--- src/rtl/idle_wake_pkg.sv ---
package idle_wake_pkg;

  typedef enum logic [1:0] {
    ST_BOOT = 2'd0,
    ST_RUN  = 2'd1,
    ST_IDLE = 2'd2
  } iw_state_e;

  localparam int VEC_RST      = 0;
  localparam int VEC_NMI      = 1;
  localparam int VEC_IRQ_BASE = 2;

endpackage

--- src/rtl/iw_pending.sv ---
module iw_pending #(
  parameter int NUM_IRQ = 8
) (
  input  logic               clk,
  input  logic               rst,
  input  logic [NUM_IRQ-1:0] irq_req,
  input  logic [NUM_IRQ-1:0] irq_mask,
  input  logic               nmi,
  input  logic [NUM_IRQ-1:0] clr_irq,
  input  logic               clr_nmi,
  output logic [NUM_IRQ-1:0] ready,
  output logic               nmi_eff
);

  logic [NUM_IRQ-1:0] pend_q;
  logic               nmi_q;
  logic [NUM_IRQ-1:0] eff;

  // Raw requests count in the cycle they arrive, so no edge is lost.
  assign eff     = pend_q | irq_req;
  assign ready   = eff & irq_mask;
  assign nmi_eff = nmi_q | nmi;

  always_ff @(posedge clk) begin
    if (rst) begin
      pend_q <= '0;
      nmi_q  <= 1'b0;
    end else begin
      pend_q <= eff & ~clr_irq;
      nmi_q  <= nmi_eff & ~clr_nmi;
    end
  end

  // a flag that is not served this cycle survives to the next
  pend_keep_chk: assert property (@(posedge clk) disable iff (rst)
    (|(pend_q & ~clr_irq)) |=> ((pend_q & $past(pend_q & ~clr_irq)) == $past(pend_q & ~clr_irq)));

endmodule

--- src/rtl/iw_prio.sv ---
module iw_prio #(
  parameter int NUM_IRQ = 8,
  localparam int IRQ_IW = (NUM_IRQ > 1) ? $clog2(NUM_IRQ) : 1
) (
  input  logic [NUM_IRQ-1:0] ready,
  output logic               any,
  output logic [IRQ_IW-1:0]  idx,
  output logic [NUM_IRQ-1:0] grant
);

  // Lowest index wins; scan from the top so the last hit is the winner.
  always_comb begin
    idx   = '0;
    grant = '0;
    for (int i = NUM_IRQ - 1; i >= 0; i--) begin
      if (ready[i]) begin
        idx   = IRQ_IW'(i);
        grant = NUM_IRQ'(1) << i;
      end
    end
  end

  assign any = |ready;

endmodule

--- src/rtl/iw_fsm.sv ---
module iw_fsm
  import idle_wake_pkg::*;
#(
  parameter int NUM_IRQ = 8,
  parameter int VEC_W   = 4,
  localparam int IRQ_IW = (NUM_IRQ > 1) ? $clog2(NUM_IRQ) : 1
) (
  input  logic               clk,
  input  logic               rst,
  input  logic               idle_req,
  input  logic               gmask,
  input  logic               clkout_off,
  input  logic               nmi_eff,
  input  logic               sel_any,
  input  logic [IRQ_IW-1:0]  sel_idx,
  input  logic [NUM_IRQ-1:0] sel_grant,
  output logic               core_en,
  output logic               pc_inc,
  output logic               vec_req,
  output logic [VEC_W-1:0]   vec_idx,
  output logic               clkout_en,
  output logic [NUM_IRQ-1:0] clr_irq,
  output logic               clr_nmi
);

  iw_state_e        st_q, st_n;
  logic             core_n, pc_n, vreq_n, clk_n, svc;
  logic [VEC_W-1:0] vidx_n;

  always_comb begin
    st_n    = st_q;
    core_n  = core_en;
    pc_n    = 1'b0;
    vreq_n  = 1'b0;
    vidx_n  = '0;
    clk_n   = clkout_en;
    clr_irq = '0;
    clr_nmi = 1'b0;
    svc     = 1'b0;
    case (st_q)
      ST_BOOT: begin
        st_n   = ST_RUN;
        core_n = 1'b1;
        clk_n  = 1'b1;
        vreq_n = 1'b1;
        vidx_n = VEC_W'(VEC_RST);
      end
      ST_RUN: begin
        clk_n = 1'b1;
        if (idle_req) begin
          st_n   = ST_IDLE;
          core_n = 1'b0;
          pc_n   = 1'b1;
          clk_n  = ~clkout_off;
        end else begin
          svc = 1'b1;
        end
      end
      ST_IDLE: begin
        clk_n = ~clkout_off;
        if (nmi_eff || sel_any) begin
          st_n   = ST_RUN;
          core_n = 1'b1;
          clk_n  = 1'b1;
          svc    = 1'b1;
        end
      end
      default: st_n = ST_BOOT;
    endcase
    if (svc) begin
      if (nmi_eff) begin
        vreq_n  = 1'b1;
        vidx_n  = VEC_W'(VEC_NMI);
        clr_nmi = 1'b1;
      end else if (!gmask && sel_any) begin
        vreq_n  = 1'b1;
        vidx_n  = VEC_W'(VEC_IRQ_BASE) + VEC_W'(sel_idx);
        clr_irq = sel_grant;
      end
    end
  end

  always_ff @(posedge clk) begin
    if (rst) begin
      st_q      <= ST_BOOT;
      core_en   <= 1'b0;
      pc_inc    <= 1'b0;
      vec_req   <= 1'b0;
      vec_idx   <= '0;
      clkout_en <= 1'b1;
    end else begin
      st_q      <= st_n;
      core_en   <= core_n;
      pc_inc    <= pc_n;
      vec_req   <= vreq_n;
      vec_idx   <= vidx_n;
      clkout_en <= clk_n;
    end
  end


  pc_pulse_chk: assert property (@(posedge clk) disable iff (rst)
    pc_inc |=> !pc_inc);


  wake_latency_chk: assert property (@(posedge clk) disable iff (rst)
    (st_q == ST_IDLE && (nmi_eff || sel_any)) |=> core_en);


  gmask_novec_chk: assert property (@(posedge clk) disable iff (rst)
    (st_q == ST_IDLE && !nmi_eff && sel_any && gmask) |=> (core_en && !vec_req));


  idle_hold_chk: assert property (@(posedge clk) disable iff (rst)
    (st_q == ST_IDLE && !nmi_eff && !sel_any) |=> (!core_en && !pc_inc));


  clkout_idle_chk: assert property (@(posedge clk) disable iff (rst)
    (st_q == ST_IDLE && !nmi_eff && !sel_any) |=> (clkout_en == !$past(clkout_off)));

endmodule

--- src/rtl/idle_wake_ctrl.sv ---
module idle_wake_ctrl
  import idle_wake_pkg::*;
#(
  parameter int NUM_IRQ = 8,
  localparam int VEC_W  = $clog2(NUM_IRQ + VEC_IRQ_BASE),
  localparam int IRQ_IW = (NUM_IRQ > 1) ? $clog2(NUM_IRQ) : 1
) (
  input  logic               clk,
  input  logic               rst,
  input  logic               idle_req,
  input  logic [NUM_IRQ-1:0] irq_req,
  input  logic [NUM_IRQ-1:0] irq_mask,
  input  logic               gmask,
  input  logic               nmi,
  input  logic               clkout_off,
  output logic               core_en,
  output logic               pc_inc,
  output logic               vec_req,
  output logic [VEC_W-1:0]   vec_idx,
  output logic               clkout_en
);

  logic [NUM_IRQ-1:0] ready, grant, clr_irq;
  logic [IRQ_IW-1:0]  sel_idx;
  logic               sel_any, nmi_eff, clr_nmi;

  iw_pending #(.NUM_IRQ(NUM_IRQ)) pend_i (
    .clk      (clk),
    .rst      (rst),
    .irq_req  (irq_req),
    .irq_mask (irq_mask),
    .nmi      (nmi),
    .clr_irq  (clr_irq),
    .clr_nmi  (clr_nmi),
    .ready    (ready),
    .nmi_eff  (nmi_eff)
  );

  iw_prio #(.NUM_IRQ(NUM_IRQ)) prio_i (
    .ready (ready),
    .any   (sel_any),
    .idx   (sel_idx),
    .grant (grant)
  );

  iw_fsm #(.NUM_IRQ(NUM_IRQ), .VEC_W(VEC_W)) fsm_i (
    .clk        (clk),
    .rst        (rst),
    .idle_req   (idle_req),
    .gmask      (gmask),
    .clkout_off (clkout_off),
    .nmi_eff    (nmi_eff),
    .sel_any    (sel_any),
    .sel_idx    (sel_idx),
    .sel_grant  (grant),
    .core_en    (core_en),
    .pc_inc     (pc_inc),
    .vec_req    (vec_req),
    .vec_idx    (vec_idx),
    .clkout_en  (clkout_en),
    .clr_irq    (clr_irq),
    .clr_nmi    (clr_nmi)
  );


  vec_when_run_chk: assert property (@(posedge clk) disable iff (rst)
    vec_req |-> core_en);

endmodule

--- config.mk ---
export PLATFORM = sky130hd
export DESIGN_NAME = idle_wake_ctrl
export DESIGN_NICKNAME = d
export VERILOG_FILES = /design/src/rtl/idle_wake_pkg.sv /design/src/rtl/iw_pending.sv /design/src/rtl/iw_prio.sv /design/src/rtl/iw_fsm.sv /design/src/rtl/idle_wake_ctrl.sv
export SDC_FILE = /design/constraint.sdc
export NUM_CORES = 1
export LEC_CHECK = 0
export BUFFER_PORTS_ARGS = -buffer_cell sky130_fd_sc_hd__buf_2
export CAP_MARGIN = 10
export CORE_UTILIZATION = 50
export DETAILED_ROUTE_END_ITERATION = 16
export GPL_ROUTABILITY_DRIVEN = 0
export GPL_TIMING_DRIVEN = 0
export HOLD_SLACK_MARGIN = 0.03
export PLACE_DENSITY = 0.87
export SLEW_MARGIN = 20
export SYNTH_ARGS = -nofsm -noshare
export SYNTH_HDL_FRONTEND = slang
export SYNTH_HIERARCHICAL = 1
export SYNTH_SLANG_ARGS = --single-unit
--- constraint.sdc ---
create_clock -name clk -period 3.1 [get_ports clk]
set_clock_uncertainty 0.2 [all_clocks]
set_input_delay 0.155 -clock clk [delete_from_list [all_inputs] [get_ports clk]]
set_output_delay 0.155 -clock clk [all_outputs]
set_load 0.01 [all_outputs]
# Word-level counts from Yosys, hierarchy flattened
# Index checks and enable logic that the tools add are counted.
# op_classes
muxes,40
n_bitwise,11
add_sub_neg,1
n_eq_ne,4
n_reduce_logical,11
# op_table
operator,n
2-to-1 mux 8 bit,11
2-to-1 mux 3 bit,8
AND 8 bit,2
2-to-1 mux 1 bit,15
NOT 8 bit,1
bitwise OR 8 bit,1
OR reduction 8 bit,1
case mux 1 bit (3 select lines),2
case mux 2 bit (3 select lines),1
NOT 1 bit,5
"adder 2 x 3 -> 4 bit, first input constant",1
2-to-1 mux 2 bit,2
OR reduction 2 bit,2
OR reduction 4 bit,1
AND reduction 3 bit,1
nonzero test 3 bit,1
"equality test 2 x 1 -> 1 bit, second input constant",1
"equality test 2 bit, second input constant",1
zero test 2 bit,1
"inequality test 2 x 1 -> 1 bit, second input constant",1
"inequality test 2 bit, second input constant",1
case mux 1 bit (2 select lines),1
AND reduction 2 bit,1
AND 1 bit,1
other kinds (4),4
# totals
register_bits,19
input_bits,22
wordCells,76

# Depth between registers and ports, before layout
# Gate-level depths: netlist of run 1.
# logic_depth
ltp_word,15
ltp_mapped,10
depth_no_buf,9

# By module
# The synthesis of run 1 kept the hierarchy.
# by_module_without_submodules
module,instances,seq_area_each_um2,cells_each,area_each_um2
iw_fsm,1,200.2,63,576.8
iw_pending,1,180.2,36,325.3
iw_prio,1,0.0,23,145.1

# Worst setup path after synthesis of run 1
# Ideal clock, no wire load.
# synth_timing
kind,flip-flop to flip-flop
startpoint,reg pend_i.pend_q[3]
endpoint,reg pend_i.pend_q[0]
t_required_ns,2.822
setup_ns,0.078
arrival_ns,1.974
slack_ns,0.849
path_stages_with_launch,11
n_path_buf,1
path_cell_list,dfxtp_1 > nor2_1 > nor2b_1 > or4_4 > nor3_2 > nand2_1 > o21ai_2 > a2111oi_2 > buf_4 > and2_1 > nor3_1
# synth_via
word_cells_on_any_way,16
cone_classes,9 x mux; 4 x bitwise; 3 x reduce/logical
# synth_lines
element,line_no,source
from (decl),iw_pending.sv:15,logic [NUM_IRQ-1:0] pend_q;
from (signal assigned),iw_pending.sv:29,pend_q <= eff & ~clr_irq;
bitwise OR 8 bit *,iw_pending.sv:20,assign eff = pend_q | irq_req;
AND 8 bit *,iw_pending.sv:21,assign ready = eff & irq_mask;
named net ready[3],idle_wake_ctrl.sv:23,"logic [NUM_IRQ-1:0] ready, grant, clr_irq;"
OR reduction 8 bit *,iw_prio.sv:23,assign any = |ready;
named net sel_any,idle_wake_ctrl.sv:25,"logic sel_any, nmi_eff, clr_nmi;"
logical OR 1 bit / logical AND 1 bit (equally long branches),"iw_fsm.sv:61, iw_fsm.sv:75",
2-to-1 mux 1 bit / 2-to-1 mux 8 bit (equally long branches),"iw_fsm.sv:61, iw_fsm.sv:75",
case mux 1 bit (2 select lines) / 2-to-1 mux 8 bit (equally long branches),"iw_fsm.sv:40, iw_fsm.sv:71",
2-to-1 mux 8 bit *,iw_fsm.sv:70,if (svc) begin
named net clr_irq[0],idle_wake_ctrl.sv:23,
NOT 8 bit *,iw_pending.sv:29,
AND 8 bit *,iw_pending.sv:29,
# The timed path passes the listed nets; every way through them passes the cells marked *.
# A chain may end at the register's enable or synchronous reset.

# Final worst setup path of run 1
# layout_timing
startpoint,in irq_req[3]
endpoint,reg fsm_i.st_q[1]
# layout_via
elab_chain_len,6
# layout_rtl
element,line_no,source
from (decl),idle_wake_ctrl.sv:11,"input logic [NUM_IRQ-1:0] irq_req,"
bitwise OR 8 bit,iw_pending.sv:20,
AND 8 bit,iw_pending.sv:21,
named net ready[3],idle_wake_ctrl.sv:23,
OR reduction 8 bit,iw_prio.sv:23,
named net sel_any,idle_wake_ctrl.sv:25,
logical OR 1 bit,iw_fsm.sv:61,if (nmi_eff || sel_any) begin
inequality test 2 x 1 -> 1 bit (no source line),-,
AND reduction 2 bit (no source line),-,
to (signal assigned),iw_fsm.sv:92,st_q <= st_n;
to (decl),iw_fsm.sv:26,"iw_state_e st_q, st_n;"
# The timed path passes the listed nets, and every way through them passes these cells.

==> flow_summary.ini, run 1 <==
[clocking]
cts.reportedPaths.clkPinSlew_ns = 0.11
ctsLongestPathBuffers = 2
cts_max_level = 1
cts_tree = built
cts-resized-gates = 0
cts-hold-fix-buffers = 11
postCtsSetupRepairBufs = 0
cts_root_buf = clkbuf_4
insertion_delay_ns = 0.30
cts_buffers = 3
cts_sinks = 19

[timing]
period_share_pct = 93.5
rsz0062_at_grt = false
setup_viol = 0
min_period_ns = 2.90
max_slew_margin_pct = 57.1
setup_tns_ns = 0
max_freq_mhz = 345
worstMarginPinSlew_ns = 0.641
drv_slew = 0
hold_viol = 0

[logic_synthesis]
ys_seq_area_share_pct = 36.3
synthCells = 122
synthXorXnorAreaFrac_pct = 0
synth_top_family_by_area = simple AND/OR/NAND/NOR gates
synth_fp_nets = 150
netlist_area_um2 = 1050
synth_simple_gate_area_share_pct = 37.3
synth_compound_area_share_pct = 13.9
synthDistinctLibCells = 34
syn_area_per_cell_um2 = 8.58
synth_area_leaders = dfxtp_1 36%, ha_1 7.2%, nor2b_1 7.2%
yosysWarnings = 6
muxShareOfSynthArea_pct = 0
netlist.area_leader.share_pct = 36.3
synth_seq_cells = 19
synth_fa_ha_area_share_pct = 7.17
yosys.area.top_type = dfxtp_1

[floorplanning]
fp.dieH_um = 47.8
fp.dieW_um = 47.8
fp-row-count = 16
initial_core_util_pct = 53.4
die_area_um2 = 2280
io_pins = 30
core_um2 = 1960

[cells_and_area]
multi_input_area_um2 = 611
area_growth_pct = 29.7
final_common_cell = buf_2
layout-drive-gt1-share_pct = 24.8
final_cell_mix = 28 x buf_2, 19 x dfxtp_1, 14 x nor2_1, 12 x nor2b_1, 11 x dlygate4sd3_1
regArea_um2 = 380
fillCellCount = 170
diodes = 0
final_core_util_pct = 69.3
layout.cells.non_filler = 192
fin_nets = 194

[detailed_routing]
drt-pass1-iter-count = 5
drt_iter0_markers = 14
ant_nets = 0
wl_per_cell_um = 11.9
wirelength_um = 2290
vias = 1003
drc = 0
vias_per_cell = 5.22

[power_and_ir_drop]
p_leak_nw = 0.627
report.power.total_mw = 0.602
power_density_nw_per_um2 = 443
vdd_drop_max_uv = 398

[global_routing]
grt_pass1_wl_um = 3600
antenna_found_initial = 0
gr-total-overflow = 0
grt_max_degree = 12
grt_pass1_vias = 850
track_usage_pct = 22.9

[place]
dp.final_hpwl_um = 1540
placed_cells = 177
portBuffers = 28

[critical_path]
timing.rr.start = pend_i/pend_q[3]$_SDFF_PP0_
crit_fanout = 6
r2r_setup_slack_ns = 0.42
cp_data_required_time_ns = 3.14
startpoint = irq_req[3]
r2r-end = fsm_i/st_q[1]$_SDFFE_PP0P_
r2r.worst_path.cells = 8
critPathLaunchType = input port
endpoint = fsm_i/st_q[1]$_SDFFE_PP0P_
crit_type = in2reg
end_kind = register
arrival_ns = 2.93

[outcome]
outcome = finished, final reports clean

[run]
maxCapViolations = 0

[hold_path]
worstHoldPathCells = 2
min-delay-path-class = in2reg
[per-layer routing]
| layer | GRT usage, % | wire length (um) | vias up |
|---|---|---|---|
| met3 | 4.91 | 126 | 6 |
| met2 | 33.2 | 1080 | 34 |
| met5 | 0 | 0 | - |
| li1 | - | - | 507 |
| met1 | 31.7 | 1040 | 456 |
| met4 | 12.2 | 50 | 0 |
[power breakdown]
part           total (mW)  switching [mW]  internal, mW
Sequential          0.288          0.0156         0.272
Combinational       0.187           0.101        0.0860
Clock               0.127          0.0794        0.0481
[worst min path at each step]
stage | from | end | slack, ns
final | rst | fsm_i/st_q[0]$_SDFFE_PP0P_ | 0.03
after floorplan | idle_req | fsm_i/pc_inc$_SDFF_PP0_ | 0.10
after CTS | rst | fsm_i/st_q[0]$_SDFFE_PP0P_ | 0.03
after global placement | rst | pend_i/pend_q[7]$_SDFF_PP0_ | 0.17
after detailed placement | rst | pend_i/nmi_q$_SDFF_PP0_ | 0.17
after global routing | gmask | fsm_i/vec_idx[0]$_SDFF_PP0_ | 0.05
[metrics by stage]
step	area [um2]	worst slack (ns)	hold WS, ns
global placement	1220	0.692	0.168
detailed placement	1220	0.538	0.168
CTS	1360	0.315	0.0306
finish	1360	0.201	0.0265
floorplan	1050	0.849	0.101
global route	1360	0.00865	0.0548
[synth_stat cells]
cell type,instances
dfxtp_1,19
nor2_1,14
nor2b_1,12
and2_1,10
nor3_1,8
inv_1,7
a21oi_1,6
ha_1,6
nor3b_1,6
and3_1,3
nand2_1,3
o21ai_0,3
a2111oi_0,2
buf_4,2
or4_1,2
a2111oi_2,1
a211oi_1,1
and2b_2,1
buf_6,1
clkbuf_1,1
nand2b_1,1
nand3b_1,1
nor3_2,1
nor3b_2,1
o211a_1,1
o21ai_2,1
o21bai_1,1
o221ai_1,1
o311ai_0,1
o31ai_1,1
o41ai_1,1
or2_1,1
or2b_1,1
or4_4,1
[registers in the layout, summed over array words and instances, names as in the netlist]
| name | cells |
|---|---|
| fsm_i/vec_idx | 4 |
| fsm_i/clkout_en | 1 |
| fsm_i/core_en | 1 |
| fsm_i/vec_req | 1 |
| pend_i/nmi_q | 1 |
| fsm_i/st_q | 2 |
| fsm_i/pc_inc | 1 |
| pend_i/pend_q | 8 |
[kinds of logic (layout without fill, tap and decap cells)]
kind of cell,Yosys count,count (layout)
buffers and inverters,11,54
flip-flops,19,19
AO/OA/AOI/OAI,20,20
AND/OR/NAND/NOR,66,66
adder cells (fa/ha/maj),6,6
[worst max-delay path, stage by stage]
cell and delay, ns:
dlygate4sd3_1 0.53, buf_2 0.12, nor2_1 0.17, nor2b_1 0.10, or4_4 0.56, nor3_2 0.18, nand2_1 0.18, nor3b_1 0.59
o21ai_0 0.15, a21oi_1 0.19
[cell type report]
cell class | count | share of cell area, %
Buffer | 4 | 2.21
Multi-Input combinational cell | 92 | 44.9
Clock inverter | 1 | 0.368
Timing Repair Buffer | 39 | 18.4
Clock buffer | 3 | 1.66
Inverter | 7 | 1.93
Tap cell | 27 | 2.49
Sequential cell | 19 | 28.0
No activity file was read; power rests on OpenSTA's default activity.
==> run 2: changes to the inputs <==
SETUP_SLACK_MARGIN = 0.5   (was unset)
==> run 2 against run 1 <==
Net effect:
- flip-flop and latch count did not move
- clock power rose by 3%
- routed wire length rose by 7.2%
- die area did not move
- register-to-register slack improved by 0.20 ns
- non-clock buffer count rose by 2
- cell area rose by 4.9%
- maximum frequency rose by 17%
- first-iteration DRC count rose by 120%
- hold slack improved by 0.0056 ns
- via count rose by 5.8%
- cell count rose by 1.0%
- largest power group unchanged
- highest routed layer unchanged
==> flow_summary.ini, run 2 (synthesis results as in run 1) <==
[global_routing]
gr-total-overflow = 0
grt_max_degree = 12
track_usage_pct = 22.3
grt_pass1_wl_um = 3490
antenna_found_initial = 0
grt_pass1_vias = 816

[floorplanning]
fp.dieH_um = 47.8
die_area_um2 = 2280
fp.dieW_um = 47.8
io_pins = 30
initial_core_util_pct = 53.4
fp-row-count = 16
core_um2 = 1960

[critical_path]
cp_data_required_time_ns = 3.13
critPathLaunchType = register
arrival_ns = 2.50
end_kind = register
crit_type = reg2reg
crit_fanout = 9

[cells_and_area]
area_growth_pct = 36.1
diodes = 0
largest_reg_flops = 8
top_register = pend_i/pend_q
final_cell_mix = 28 x buf_2, 19 x dfxtp_1, 11 x dlygate4sd3_1, 10 x and2_1, 10 x nor2_1
fillCellCount = 143
final_common_cell = buf_2
layout-drive-gt1-share_pct = 32.3
fin_nets = 196
top_regs = pend_i/pend_q (8), fsm_i/vec_idx (4), fsm_i/st_q (2)

[clocking]
cts.reportedPaths.clkPinSlew_ns = 0.12
cts_sinks = 19
cts_max_level = 1
cts_buffers = 3
cts_root_buf = clkbuf_4
insertion_delay_ns = 0.31
cts_tree = built
ctsLongestPathBuffers = 2

[detailed_routing]
ant_nets = 0
drc = 0
wl_per_cell_um = 12.7
vias_per_cell = 5.47
vias = 1061
drt_iter0_markers = 31
drt-pass1-iter-count = 4
wirelength_um = 2460

[timing]
max_freq_mhz = 404
hold_viol = 0
min_period_ns = 2.48
rsz0062_at_grt = true
setup_tns_ns = 0
period_share_pct = 79.8
worstMarginPinSlew_ns = 0.429
drv_slew = 0
setup_viol = 0
max_slew_margin_pct = 70.7

[power_and_ir_drop]
p_leak_nw = 0.658
vdd_drop_max_uv = 448
power_density_nw_per_um2 = 435
report.power.total_mw = 0.619

[run]
maxCapViolations = 0

[place]
dp.final_hpwl_um = 1540
portBuffers = 28

[hold_path]
min-delay-path-class = in2reg

[outcome]
outcome = finished, final reports clean
==> run 2: changes by cell type in the layout (fill, tap and decap cells not counted), sizes merged <==
cell	before	now
buf	31	33
==> run 2: power breakdown <==
part / internal (mW) / leakage (nW) / switching (mW)
clock network: 0.0482 / 0.0177 / 0.0826
logic: 0.0923 / 0.483 / 0.108
registers: 0.272 / 0.157 / 0.0161
total: 0.412 / 0.658 / 0.207
==> run 2: routing by layer <==
metal | up-vias | global-route usage [%] | routed length [um]
li1 | 513 | - | -
met1 | 490 | 30.3 | 1080
met2 | 48 | 33.0 | 1140
met3 | 10 | 4.53 | 153
met4 | 0 | 12.2 | 89
met5 | - | 0 | 0
==> run 2: critical path, cell delays in order (launching register included) <==
cell	delay [ns]
dfxtp_1	0.32
nor2_2	0.10
nor2b_2	0.07
or4_4	0.57
nor3_4	0.24
nand2_4	0.11
o21ai_4	0.16
a2111oi_2	0.11
buf_4	0.18
and2_1	0.15
nor3_1	0.18
==> run 2: layout make-up <==
class                   count  area [um2]  share of cell area [%]
plain buffers               4        30.0                    2.11
clock buffers               3        22.5                    1.58
clock inverters             1        5.00                   0.351
inverters                   7        26.3                    1.84
multi-input cells          92         662                    46.4
flip-flops and latches     19         380                    26.7
well taps                  27        33.8                    2.37
repair buffers             41         265                    18.6
==> run 2: repair_timing <==
action | 4_1_cts | 5_1_grt
hold endpoints to repair | 11 | 0
buffers inserted | 0 | 2
hold buffers | 11 | 0
endpoints found under the setup margin | 0 | 13
gates resized for setup | 0 | 14
==> run 2: per-stage QoR <==
stage                     instances  area (um2)  worst slack [ns]  utilization (%)  hold WS (ns)
final                           194        1430             0.625             72.6        0.0321
after global routing            194        1430             0.495             72.6        0.0573
after CTS                       192        1360             0.536             69.3        0.0306
after detailed placement        177        1220             0.538             62.2         0.168
after global placement          177        1220             0.692             62.2         0.168
after floorplan                 122        1050             0.849                -         0.101
==> run 2: worst paths after layout <==
check             cells past startpoint                          end  slack, ns                        start
setup / recovery                     10  pend_i/pend_q[3]$_SDFF_PP0_       0.62  pend_i/pend_q[2]$_SDFF_PP0_
hold / removal                        2   fsm_i/st_q[0]$_SDFFE_PP0P_       0.03                          rst
setup reg to reg                     10  pend_i/pend_q[3]$_SDFF_PP0_       0.62  pend_i/pend_q[2]$_SDFF_PP0_
hold reg to reg                       2   fsm_i/core_en$_SDFFE_PP0P_       0.29   fsm_i/core_en$_SDFFE_PP0P_
==> run 3: changes to the inputs <==
ABC_AREA = 1   (was unset)
CORE_UTILIZATION = 47   (was 50)
PLACE_DENSITY = 0.85   (was 0.87)
clock period = 2.05 ns   (was 3.1 ns; I/O delays follow)
==> run 3 against run 2 <==
Net effect:
- worst setup slack lost 0.52 ns
- critical endpoint is now pend_i/pend_q[2]$_SDFF_PP0_
- cell count increased by 36%
- flip-flop and latch count unchanged
- first-iteration DRC count increased by 140%
- non-clock buffer count rose by 4
- critical path depth rose by 2
- sequential power grew 60%
- hold slack better by 0.15 ns
- sequential share of layout area down 3.5 points
- clock power grew 49%
==> flow_summary.ini, run 3 <==
[detailed_routing]
drc = 0
vias_per_cell = 4.84
drt_iter0_markers = 74
drt-pass1-iter-count = 4
wirelength_um = 3050
wl_per_cell_um = 11.5
ant_nets = 0
vias = 1278

[cells_and_area]
diodes = 0
area_growth_pct = 37.9
largest_reg_flops = 8
design_area_um2 = 1650
final_common_cell = nor2_1
top_register = pend_i/pend_q
fin_nets = 265
top_regs = pend_i/pend_q (8), fsm_i/vec_idx (4), fsm_i/st_q (2)
layout-drive-gt1-share_pct = 32.6
final_cell_mix = 42 x nor2_1, 35 x inv_1, 30 x buf_2, 27 x nand2_1, 17 x dfxtp_1

[critical_path]
slowest_stage = dfxtp_2
crit_type = reg2reg
worstPathCellList = nor2_2, nor2_1, or2_4, nor2_4, nand3_4, o21ai_4, nand2_4, nand2_4, nor2_1, inv_1, nand2_1, nor2_1
cp_data_required_time_ns = 2.10
crit_fanout = 5
critPathLaunchType = register
slowest_delay_ns = 0.33
cp_common_cell = nor2_1
end_kind = register
arrival_ns = 2.00

[run]
maxCapViolations = 0

[logic_synthesis]
yosysMostFrequentCell = nor2_1
syn_area_per_cell_um2 = 6.52
yosysWarnings = 6
netlist_area_um2 = 1200
ys_seq_area_share_pct = 31.7
async_flop_share_pct = 0
netlist.area_leader.share_pct = 31.7
synth_edf_count = 0
synthDistinctLibCells = 23
synth_fp_nets = 212
synthCells = 184
synth_seq_cells = 19
yosys.area.top_type = dfxtp_1
synth_common_cells = 49 x nor2_1, 35 x inv_1, 27 x nand2_1, 19 x dfxtp_1, 12 x nand3_1
synth_ff_type = dfxtp_1
synth_area_leaders = dfxtp_1 32%, nor2_1 15%, inv_1 11%

[clocking]
cts_buffers = 3
cts_max_level = 1
cts_root_buf = clkbuf_4
cts_sinks = 19
ctsLongestPathBuffers = 2
cts.reportedPaths.clkPinSlew_ns = 0.11
insertion_delay_ns = 0.30
cts_tree = built

[timing]
min_period_ns = 1.95
setup_viol = 0
hold_viol = 0
drv_slew = 0
worst_slack_ns = 0.101
max_slew_margin_pct = 70.2
rsz0062_at_grt = true
worstMarginPinSlew_ns = 0.447
period_share_pct = 95.1
max_freq_mhz = 513

[floorplanning]
fp.dieW_um = 52.5
core_um2 = 2320
io_pins = 30
fp.dieH_um = 52.5
initial_core_util_pct = 51.8
die_area_um2 = 2760
fp-row-count = 17

[place]
placed_area_um2 = 1390
dpl_worst_slack_ns = 0.215
portBuffers = 29
dp.final_hpwl_um = 1690

[global_routing]
track_usage_pct = 21.9
antenna_found_initial = 0
gr-total-overflow = 0
grt_pass1_vias = 1111
grt_max_degree = 11
grt_pass1_wl_um = 4490

[power_and_ir_drop]
power_density_nw_per_um2 = 792
p_leak_nw = 0.832
vdd_drop_max_uv = 631
report.power.total_mw = 1.31

[hold_path]
min-delay-path-class = in2reg

[outcome]
outcome = finished, final reports clean
[run 3: cell count changes in the layout (fill, tap and decap cells not counted), sizes merged, moves of 4 or more]
cell,delta
nor2,+41
inv,+31
nand2,+30
nand3,+14
nor2b,-12
and2,-10
nor3b,-7
nor3,-6
buf,+4
[run 3: cells by family (layout without fill, tap and decap cells)]
family	after synthesis	count (layout)	synth area share [%]
flip-flops	19	19	31.7
AO/OA/AOI/OAI	12	12	5.84
AND/OR/NAND/NOR	106	107	43.0
adder cells (fa/ha/maj)	6	6	6.26
buffers and inverters	41	92	13.2
[run 3: where the power goes]
group	internal (mW)	switching, mW
Clock	0.0759	0.119
Combinational	0.254	0.401
Sequential	0.429	0.0302
[run 3: cell type report]
cell class | count | area, um2
multi-input combinational | 125 | 736
fill | 172 | 664
sequential | 19 | 383
timing repair buffer | 47 | 310
inverter | 39 | 151
tap | 28 | 35.0
clock buffer | 4 | 26.3
buffer | 2 | 12.5
[run 3: repair_timing]
action	in CTS	in global routing
buffers inserted	2	4
gates cloned	1	0
pin swaps	2	11
hold buffers	11	1
resized for setup	4	12
setup endpoints to repair	18	18
endpoints found under the hold margin	17	1
[run 3: final timing paths]
kind	startpoint	end	slack [ns]	depth (start not counted)
min	gmask	fsm_i/vec_idx[0]$_SDFF_PP0_	0.18	6
max reg2reg	pend_i/pend_q[7]$_SDFF_PP0_	pend_i/pend_q[2]$_SDFF_PP0_	0.10	12
min reg2reg	fsm_i/clkout_en$_SDFFE_PP1N_	fsm_i/clkout_en$_SDFFE_PP1N_	0.27	2
max	pend_i/pend_q[7]$_SDFF_PP0_	pend_i/pend_q[2]$_SDFF_PP0_	0.10	12
[run 3: metal layers]
| metal | share of wire (%) | track usage, % | up-vias |
|---|---|---|---|
| met4 | 2.7 | 12.3 | 0 |
| met1 | 43 | 26.4 | 556 |
| li1 | - | - | 657 |
| met2 | 47 | 35.9 | 54 |
| met5 | 0 | 0 | - |
| met3 | 6.4 | 4.35 | 11 |
[run 3: per-stage QoR]
stage	utilization (%)	TNS [ns]	hold WS (ns)	instances
finish	71.3	0	0.178	264
global route	71.3	-0.0489	0.193	264
CTS	67.7	0	-0.188	259
detailed placement	59.8	0	0.144	241
global placement	59.8	0	0.135	241
floorplan	-	0	-0.0351	184
[run 3: worst max-delay path: cells and delay by family (launching register included)]
kind | cells | cell delay (ns)
simple gates | 10 | 1.13
flops | 1 | 0.33
compound gates | 1 | 0.18
buf+inv | 1 | 0.06
